==> config.mk <==
export PLATFORM = sky130hd
export DESIGN_NAME = grouped_rob
export DESIGN_NICKNAME = d
export VERILOG_FILES = /design/src/rtl/grob_pkg.sv /design/src/rtl/grob_ptrs.sv /design/src/rtl/grob_lines.sv /design/src/rtl/grob_retire.sv /design/src/rtl/grouped_rob.sv
export SDC_FILE = /design/constraint.sdc
export NUM_CORES = 2
export LEC_CHECK = 0
export BUFFER_PORTS_ARGS = -buffer_cell sky130_fd_sc_hd__clkbuf_2
export CAP_MARGIN = 20
export CORE_ASPECT_RATIO = 1.4
export CORE_MARGIN = 10
export CORE_UTILIZATION = 47
export DETAILED_ROUTE_END_ITERATION = 8
export GPL_ROUTABILITY_DRIVEN = 0
export PLACE_DENSITY = 0.65
export SLEW_MARGIN = 10
export SYNTH_ARGS = -nofsm -noshare
export SYNTH_HDL_FRONTEND = slang
export SYNTH_SLANG_ARGS = --single-unit
==> constraint.sdc <==
create_clock -name clk_i -period 5.67 [get_ports clk_i]
set_input_delay 0 -clock clk_i [delete_from_list [all_inputs] [get_ports clk_i]]
set_output_delay 0 -clock clk_i [all_outputs]
set_load 0.01 [all_outputs]
==> src/rtl/grob_pkg.sv <==
package grob_pkg;
  localparam int unsigned DEF_LINES = 24;
  localparam int unsigned DEF_LANES = 3;
  localparam int unsigned DEF_TAG_W = 8;

  function automatic int unsigned wrap_inc(int unsigned ptr, int unsigned limit);
    return (ptr == limit - 1) ? 0 : ptr + 1;
  endfunction
endpackage

==> src/rtl/grob_ptrs.sv <==
module grob_ptrs #(
  parameter int unsigned NUM_LINES = grob_pkg::DEF_LINES,
  localparam int unsigned IDX_W = $clog2(NUM_LINES),
  localparam int unsigned CNT_W = $clog2(NUM_LINES + 1)
) (
  input  logic             clk_i,
  input  logic             rst_ni,
  input  logic             flush_i,
  input  logic             push_i,
  input  logic             pop_i,
  output logic [IDX_W-1:0] head_o,
  output logic [IDX_W-1:0] tail_o,
  output logic             full_o
);
  logic [CNT_W-1:0] count_q;

  always_ff @(posedge clk_i or negedge rst_ni) begin
    if (!rst_ni) begin
      head_o  <= '0;
      tail_o  <= '0;
      count_q <= '0;
    end else if (flush_i) begin
      head_o  <= '0;
      tail_o  <= '0;
      count_q <= '0;
    end else begin
      if (push_i) tail_o <= IDX_W'(grob_pkg::wrap_inc(int'(tail_o), NUM_LINES));
      if (pop_i)  head_o <= IDX_W'(grob_pkg::wrap_inc(int'(head_o), NUM_LINES));
      case ({push_i, pop_i})
        2'b10:   count_q <= count_q + 1'b1;
        2'b01:   count_q <= count_q - 1'b1;
        default: count_q <= count_q;
      endcase
    end
  end

  assign full_o = (count_q == CNT_W'(NUM_LINES));
endmodule

==> src/rtl/grob_lines.sv <==
module grob_lines #(
  parameter int unsigned NUM_LINES = grob_pkg::DEF_LINES,
  parameter int unsigned LANES     = grob_pkg::DEF_LANES,
  parameter int unsigned TAG_W     = grob_pkg::DEF_TAG_W,
  localparam int unsigned IDX_W  = $clog2(NUM_LINES),
  localparam int unsigned LANE_W = $clog2(LANES)
) (
  input  logic                                  clk_i,
  input  logic                                  rst_ni,
  input  logic                                  flush_i,
  input  logic                                  wr_en_i,
  input  logic [IDX_W-1:0]                      wr_idx_i,
  input  logic [LANES-1:0]                      wr_mask_i,
  input  logic [LANES*TAG_W-1:0]                wr_tags_i,
  input  logic                                  clr_en_i,
  input  logic [IDX_W-1:0]                      clr_idx_i,
  input  logic                                  cmp_en_i,
  input  logic [IDX_W-1:0]                      cmp_idx_i,
  input  logic [LANE_W-1:0]                     cmp_lane_i,
  output logic [NUM_LINES-1:0]                  occ_o,
  output logic [NUM_LINES-1:0][LANES-1:0]       mask_o,
  output logic [NUM_LINES-1:0][LANES-1:0]       done_o,
  output logic [NUM_LINES-1:0][LANES*TAG_W-1:0] tags_o
);
  for (genvar i = 0; i < NUM_LINES; i++) begin : g_line
    localparam logic [IDX_W-1:0] MY_IDX = IDX_W'(i);
    logic wr_hit, clr_hit, cmp_hit;

    assign wr_hit  = wr_en_i  && (wr_idx_i  == MY_IDX);
    assign clr_hit = clr_en_i && (clr_idx_i == MY_IDX);
    assign cmp_hit = cmp_en_i && (cmp_idx_i == MY_IDX) && occ_o[i];

    always_ff @(posedge clk_i or negedge rst_ni) begin
      if (!rst_ni) begin
        occ_o[i]  <= 1'b0;
        mask_o[i] <= '0;
        done_o[i] <= '0;
        tags_o[i] <= '0;
      end else if (flush_i) begin
        occ_o[i]  <= 1'b0;
        mask_o[i] <= '0;
        done_o[i] <= '0;
      end else if (wr_hit) begin
        occ_o[i]  <= 1'b1;
        mask_o[i] <= wr_mask_i;
        done_o[i] <= ~wr_mask_i;  // unused lanes start complete
        tags_o[i] <= wr_tags_i;
      end else begin
        if (clr_hit) occ_o[i] <= 1'b0;
        if (cmp_hit) done_o[i][cmp_lane_i] <= 1'b1;
      end
    end
  end
endmodule

==> src/rtl/grob_retire.sv <==
module grob_retire #(
  parameter int unsigned NUM_LINES = grob_pkg::DEF_LINES,
  parameter int unsigned LANES     = grob_pkg::DEF_LANES,
  parameter int unsigned TAG_W     = grob_pkg::DEF_TAG_W,
  localparam int unsigned IDX_W = $clog2(NUM_LINES)
) (
  input  logic [IDX_W-1:0]                      head_i,
  input  logic [NUM_LINES-1:0]                  occ_i,
  input  logic [NUM_LINES-1:0][LANES-1:0]       mask_i,
  input  logic [NUM_LINES-1:0][LANES-1:0]       done_i,
  input  logic [NUM_LINES-1:0][LANES*TAG_W-1:0] tags_i,
  output logic                                  valid_o,
  output logic [LANES-1:0]                      mask_o,
  output logic [LANES*TAG_W-1:0]                tags_o
);
  always_comb begin
    valid_o = occ_i[head_i] && (&done_i[head_i]);
    mask_o  = mask_i[head_i];
    tags_o  = tags_i[head_i];
  end
endmodule

==> src/rtl/grouped_rob.sv <==
module grouped_rob #(
  parameter int unsigned NUM_LINES = grob_pkg::DEF_LINES,
  parameter int unsigned LANES     = grob_pkg::DEF_LANES,
  parameter int unsigned TAG_W     = grob_pkg::DEF_TAG_W,
  localparam int unsigned IDX_W  = $clog2(NUM_LINES),
  localparam int unsigned LANE_W = $clog2(LANES)
) (
  input  logic                   clk_i,
  input  logic                   rst_ni,
  input  logic                   flush_i,
  input  logic [LANES-1:0]       alloc_mask_i,
  input  logic [LANES*TAG_W-1:0] alloc_tag_i,
  output logic                   alloc_ready_o,
  output logic [IDX_W-1:0]       alloc_line_o,
  input  logic                   cmpl_valid_i,
  input  logic [IDX_W-1:0]       cmpl_line_i,
  input  logic [LANE_W-1:0]      cmpl_lane_i,
  output logic                   retire_valid_o,
  output logic [IDX_W-1:0]       retire_line_o,
  output logic [LANES-1:0]       retire_mask_o,
  output logic [LANES*TAG_W-1:0] retire_tag_o
);
  logic                                  full, push, pop, cmp_en;
  logic [IDX_W-1:0]                      head, tail;
  logic [NUM_LINES-1:0]                  occ;
  logic [NUM_LINES-1:0][LANES-1:0]       mask, done;
  logic [NUM_LINES-1:0][LANES*TAG_W-1:0] tags;

  assign push   = (|alloc_mask_i) && !full && !flush_i;
  assign pop    = retire_valid_o && !flush_i;
  assign cmp_en = cmpl_valid_i && !flush_i
               && (cmpl_line_i < IDX_W'(NUM_LINES))
               && (cmpl_lane_i < LANE_W'(LANES));

  grob_ptrs #(.NUM_LINES(NUM_LINES)) u_ptrs (
    .clk_i, .rst_ni, .flush_i,
    .push_i(push), .pop_i(pop),
    .head_o(head), .tail_o(tail), .full_o(full)
  );

  grob_lines #(.NUM_LINES(NUM_LINES), .LANES(LANES), .TAG_W(TAG_W)) u_lines (
    .clk_i, .rst_ni, .flush_i,
    .wr_en_i(push), .wr_idx_i(tail), .wr_mask_i(alloc_mask_i), .wr_tags_i(alloc_tag_i),
    .clr_en_i(pop), .clr_idx_i(head),
    .cmp_en_i(cmp_en), .cmp_idx_i(cmpl_line_i), .cmp_lane_i(cmpl_lane_i),
    .occ_o(occ), .mask_o(mask), .done_o(done), .tags_o(tags)
  );

  grob_retire #(.NUM_LINES(NUM_LINES), .LANES(LANES), .TAG_W(TAG_W)) u_retire (
    .head_i(head), .occ_i(occ), .mask_i(mask), .done_i(done), .tags_i(tags),
    .valid_o(retire_valid_o), .mask_o(retire_mask_o), .tags_o(retire_tag_o)
  );

  assign alloc_ready_o = !full;
  assign alloc_line_o  = tail;
  assign retire_line_o = head;
endmodule

* Word-level counts from Yosys, hierarchy flattened
Index checks and enable logic that the tools add are counted.
Storage, ports and cells: memories 0, bits in writable memories 0, input port bits 38, register bits 759, logic and storage cells 626, ROM bits 0, bits in latches 0
Cells by class: multiply operators 0, div/mod/pow operators 0, mux-type cells 210, eq/ne operators 72, bitwise gates (word level) 26, $lt $le $gt $ge 5, shift-type cells 0, add/subtract/negate cells 4, reduce and logical (&&, ||, !) cells 210
Operators with widths (number):
- two-way mux 3 bit | 122
- nonzero test 3 bit | 49
- equality test 5 bit, second input constant | 25
- binary-select mux 24 bit (select 5 bit) | 1
- equality test 5 x 4 -> 1 bit, second input constant | 24
- logical AND 1 bit | 104
- two-way mux 1 bit | 74
- OR 3 bit | 24
- equality test 5 x 3 -> 1 bit, second input constant | 12
- nonzero test 2 bit | 26
- AND reduction 2 bit | 24
- two-way mux 5 bit | 7
- binary-select mux 3 bit (select 5 bit) | 2
- equality test 5 x 2 -> 1 bit, second input constant | 6
- two-way mux 24 bit | 1
- adder 5 x 1 -> 5 bit, second input constant | 3
- equality test 5 x 1 -> 1 bit, second input constant | 3
- logical NOT 5 bit | 3
- one-hot mux 5 bit (2 select lines) | 1
- < comparator 5 x 6 -> 1 bit, second input constant | 1
- binary-select mux 1 bit (select 5 bit) | 1
- < comparator 5 bit, second input constant | 1
- subtractor 5 x 1 -> 5 bit, second input constant | 1
- < comparator 2 x 3 -> 1 bit, second input constant | 1
- 10 further kinds | 11

* Depth between registers and ports, before layout
depth in word-level cells 9, mapped depth 20, mapped depth without buffers 15

* Modules after synthesis
A second synthesis with hierarchy kept.
Second synthesis, totals: cells, all modules 2562, area total of the unflattened synthesis 36284.8 um2
Modules (own cells, without submodules):
- grob_lines | area an instance 29889.9 um2, cells an instance 2083, seq. area each 18617.9 um2, instances 1
- grob_retire | area an instance 5464.0 um2, cells an instance 382, seq. area each 0.0 um2, instances 1
- grob_ptrs | area an instance 887.1 um2, cells an instance 91, seq. area each 375.4 um2, instances 1
- grouped_rob | area an instance 43.8 um2, cells an instance 6, seq. area each 0.0 um2, instances 1

* Worst setup path after synthesis
Ideal clock, no wire load.
kind register -> register, start point register u_ptrs.head_o[0], end point register u_ptrs.count_q[4], library setup time 139 ps, cell stages (with the launch flop) 18, arrival 3908 ps, clock period less this slack 4046 ps, path slack 1624 ps, data required time 5531 ps, cell sequence dfrtp_1 buf_6 inv_2 mux4_2 o22ai_1 a21oi_2 buf_2 buf_2 nor3_1 inv_1 fa_1 nor2b_1 o21ai_0 nand2b_1 nor4_1 o21ai_0 nand2_1 or4b_1
On the way: longest elaborated chain between the ends 8
Ends and longest elaborated chain:
- from (decl) | line grob_ptrs.sv:11 | output logic [IDX_W-1:0] head_o,
- from (signal assigned) | line grob_ptrs.sv:28 | if (pop_i) head_o <= IDX_W'(grob_pkg::wrap_inc(int'(head_o), NUM_LINES));
- binary-select mux 3 bit (select 5 bit) | line grob_retire.sv:17 | valid_o = occ_i[head_i] && (&done_i[head_i]);
- two-way mux 3 bit (implied by the code) | line grob_retire.sv:17
- AND reduction 3 bit | line grob_retire.sv:17
- logical AND 1 bit (*) | line grob_retire.sv:17
- logical AND 1 bit (*) | line grouped_rob.sv:30 | assign pop = retire_valid_o && !flush_i;
- equality test 2 x 1 -> 1 bit or equality test 2 bit (tied branches) | line grob_ptrs.sv:29 | case ({push_i, pop_i})
- one-hot mux 5 bit (2 select lines) | line grob_ptrs.sv:29
- two-way mux 5 bit | line grob_ptrs.sv:22 | end else if (flush_i) begin
- to (signal assigned) | line grob_ptrs.sv:30 | 2'b10: count_q <= count_q + 1'b1;
- to (signal assigned) | line grob_ptrs.sv:31 | 2'b01: count_q <= count_q - 1'b1;
- to (signal assigned) | line grob_ptrs.sv:32 | default: count_q <= count_q;
- to (decl) | line grob_ptrs.sv:15 | logic [CNT_W-1:0] count_q;
Mark *: on every way between the ends. The rest lies on a longest branch, timed or not. The select of a mux whose other input is x is not followed. A chain may end at the register's enable or synchronous reset.

* Worst setup path after layout
start point register u_ptrs.head_o[0], end point output retire_tag_o[12]
On the way: longest elaborated chain between the ends 2
Ends and longest elaborated chain:
- binary-select mux 24 bit (select 5 bit) | line grob_retire.sv:19 | tags_o = tags_i[head_i];
- two-way mux 24 bit (implied by the code) | line grob_retire.sv:19
- to (decl) | line grouped_rob.sv:21 | output logic [LANES*TAG_W-1:0] retire_tag_o
No other way between the ends. The select of a mux whose other input is x is not followed.

==> impl_metrics.yaml <==
run_status:
  status: "finished with violations"
  violations: "hold timing"
route:
  met3_length_um: 9203
  first_iter_violations: 3139
  drc: 0
  top_layer_used: "met5"
  drt_pass1_iterations: 5
  vias: 27980
  ant_nets: 0
  via_per_inst: 6.045
  wl_met2_um: 59270
  drt_wl_total_um: 119100
  wl_met1_um: 43370
  wl_per_cell_um: 25.73
cts:
  clk_pin_slew_ns: 0.06
  clk_latency_ns: 0.65
  root_buffer: "clkbuf_16"
  ctsResizeCount: 0
  cts_tree: "done"
  cts_made_buffers: 73
  clock_path_buffers: 3
  clock_sinks: 759
  cts-htree-levels: 3
grt:
  overflow: 0
  grt_pass1_wl_um: 180200
  grt_pass1_vias: 28330
  track_usage: 0.2720
  grt_antenna_before_repair: 2
  grt_start_max_net_pins: 153
synth:
  synth_nets: 3700
  netlist_top_cells_area: "dfrtp_1 (53%), nand2_1 (18%), mux4_2 (13%), clkbuf_1 (2.6%), a22o_1 (1.6%)"
  synth_edf_count: 0
  synth_top_area_cell: "dfrtp_1"
  netlist.area_leader.share: 0.5314
  syn-mean-instance-area_um2: 9.798
  async_reset_ff_frac: 1.000
  ys_ff_latch: 759
  synthesis.area_um2: 35740
  yosys_warnings: 0
  synth.distinct_cells: 63
  ys_seq_area_frac: 0.5314
  syn_inst: 3648
  synth_ff_type: "dfrtp_1"
layout:
  fin_nets: 3654
  drive_above_1_share: 0.1615
  fillCellCount: 6549
  instances_no_fill: 4628
  synthToLayoutAreaGrowth_pct: 11.30
  antenna_cells: 0
timing:
  tightest_slew_ns: 1.188
  rsz0062_at_grt: "no"
  tns_ns: 0
  holdWs_ns: -0.03101
  slew_headroom: 0.2059
  maxSlewViolCount: 0
  setup_viol: 0
  period_needed_ns: 4.666
  worst_slack_ns: 1.004
  fmax_mhz: 214.3
  clock_skew_ns: 0.01941
  hold_viol_final: 17
  min_period_over_period: 0.8230
critical_path:
  endpoint_kind: "output pin"
  cp_data_required_time_ns: 5.67
  worstSetupPathType: "reg -> out"
  cp.arrival_ns: 4.67
  cp-start-kind: "register"
  worstPathMaxFanout: 45
  critPathTopFamily: "buffers and inverters"
  max_stage_delay_ns: 0.86
  slowest_stage: "buf_4"
  path_cells: "buf_4 > buf_4 > mux4_2 > mux4_2 > nand2_1 > o21ai_1 > clkbuf_2"
  cp.buffers_inverters: 3
die:
  die_w_um: 253.1
  dieArea_um2: 87640
  coreArea_um2: 75340
  io_pins: 77
  rows: 119
  start_util: 0.4744
  die_y_um: 346.3
pwr:
  leakage_nw: 19.89
  vdd_ir_drop_max_mv: 0.2097
  cellPowerDensity_nw_per_um2: 316.4
place:
  port_buffers: 76
  dp_slack_ns: 1.203
  dp_cells: 4466
  dp_hpwl_um: 68190
min_path:
  min_path_type: "in -> async"
job:
  max_cap_violations: 0
## synth_stat cells, drive strengths merged (8+ instances only)
cell type and instances:
nand2 1744, a22o 65, mux2 50, nand3 65
a21oi 89, a31o 23, nor2 47, o21ai 34
a22oi 28, ha 13, o2111ai 8, clkbuf 247
mux4 199, buf 59, nor2b 13, and2 9
nor4 8, and3 13, a211oi 65, nand4 15
inv 15, nor3 18, dfrtp 759
## power breakdown
group | internal, mW | total [mW] | leakage (nW) | switching [mW]
sequential | 5.84 | 6.07 | 10.4 | 0.234
combinational | 0.504 | 1.27 | 8.27 | 0.766
clock | 3.02 | 5.25 | 1.25 | 2.23
total | 9.36 | 12.6 | 19.9 | 3.23
## path summary, 6_finish.rpt
path / from / to / slack (ns) / cells past startpoint
hold reg to reg: u_lines.tags_o[432]$_DFFE_PN0P_ / u_lines.tags_o[432]$_DFFE_PN0P_ / 0.47 / 2
min in group clk_i: cmpl_line_i[2] / u_lines.done_o[31]$_DFFE_PN0P_ / 0.05 / 6
hold / removal: rst_ni / u_ptrs.count_q[1]$_DFFE_PN0P_ / -0.03 / 2
max in group asynchronous: rst_ni / u_lines.tags_o[154]$_DFFE_PN0P_ / 4.29 / 3
setup reg to reg: u_ptrs.head_o[2]$_DFFE_PN0P_ / u_ptrs.count_q[4]$_DFFE_PN0P_ / 1.15 / 16
setup / recovery: u_ptrs.head_o[0]$_DFFE_PN0P_ / retire_tag_o[12] / 1.00 / 7
## per-stage QoR
stage	hold WS, ns	power, mW	area, um2	utilization
after floorplan	-0.2956	6.885	35740	-
after global placement	0.08032	7.374	36920	0.4901
after detailed placement	0.07547	7.412	36950	0.4905
after CTS	0.001459	12.63	39780	0.5280
after global routing	0.05518	13.02	39780	0.5280
final	-0.03101	12.59	39780	0.5280
## layout by cell type, fill, tap and decap left out, types with 7 or more instances in the layout
master and instances:
nor2_1 43, nand4_1 15, a22oi_1 26, nand3_2 8
dfrtp_1 756, clkbuf_1 16, and2_1 8, a211oi_1 65
clkbuf_8 19, o21ai_1 27, a22o_1 65, inv_1 11
ha_1 13, mux4_2 199, nor3b_1 7, dlygate4sd3_1 29
a31o_1 8, clkbuf_2 74, nor3_1 13, clkbuf_16 75
bufinv_16 7, nand3_1 57, buf_4 74, mux2_2 50
a31o_2 15, and3_2 7, clkinv_2 9, nand2_1 1744
o21ai_0 7, a21oi_1 87, nor2b_1 12
## cells by family (layout without fill, tap and decap cells)
logic type	after synthesis	count (layout)	synth area share
and+or+nand+nor	1965	1965	0.2176
DFF	759	759	0.5314
AOI/OAI and AO/OA	334	334	0.06648
buffers and inverters	321	333	0.03634
muxes	252	252	0.1420
adders and majority gates	14	14	0.005111
xor gates and xnor gates	3	3	0.001120
## layer usage
metal  vias to the layer above  track usage
met4                         2       0.1554
met1                     14150       0.3266
li1                      12090            -
met5                         -            0
met2                      1386       0.4586
met3                       347      0.04348
## repair_timing
action / 4_1_cts / 5_1_grt
hold endpoints to repair: 630 / 0
buffers inserted: 0 / 0
hold buffers: 29 / 0
endpoints found under the setup margin: 0 / 0
## state kept, by name, indices dropped and copies added, names as in the netlist
register,count
u_lines.occ_o,24
u_ptrs.head_o,5
u_ptrs.count_q,5
u_lines.done_o,72
u_lines.tags_o,576
u_ptrs.tail_o,5
u_lines.mask_o,72
## worst reg2reg max path, cell delays in order, from the launching register on
cell and delay, ns:
dfrtp_2 0.47, buf_4 0.62, nor3_1 0.17, o21ai_0 0.12, a41oi_1 0.19, nor4_4 0.48, a21oi_2 0.11, nor3_1 0.43
inv_1 0.13, fa_1 0.44, nor2b_1 0.15, o21ai_0 0.09, nand2b_1 0.15, nor4_1 0.08, o21ai_0 0.20, nand2_1 0.08
or4b_1 0.50
## cell type report
cell class / instances / area, um2 / share of cell area
inverters: 15 / 56.30 / 0.001415
clock buffers: 110 / 2198 / 0.05526
well taps: 968 / 1211 / 0.03045
flip-flops and latches: 759 / 19000 / 0.4777
repair buffers: 185 / 1363 / 0.03425
multi-input cells: 2568 / 15610 / 0.3924
clock inverters: 23 / 340.3 / 0.008555
(Power assumes the default switching activity.)
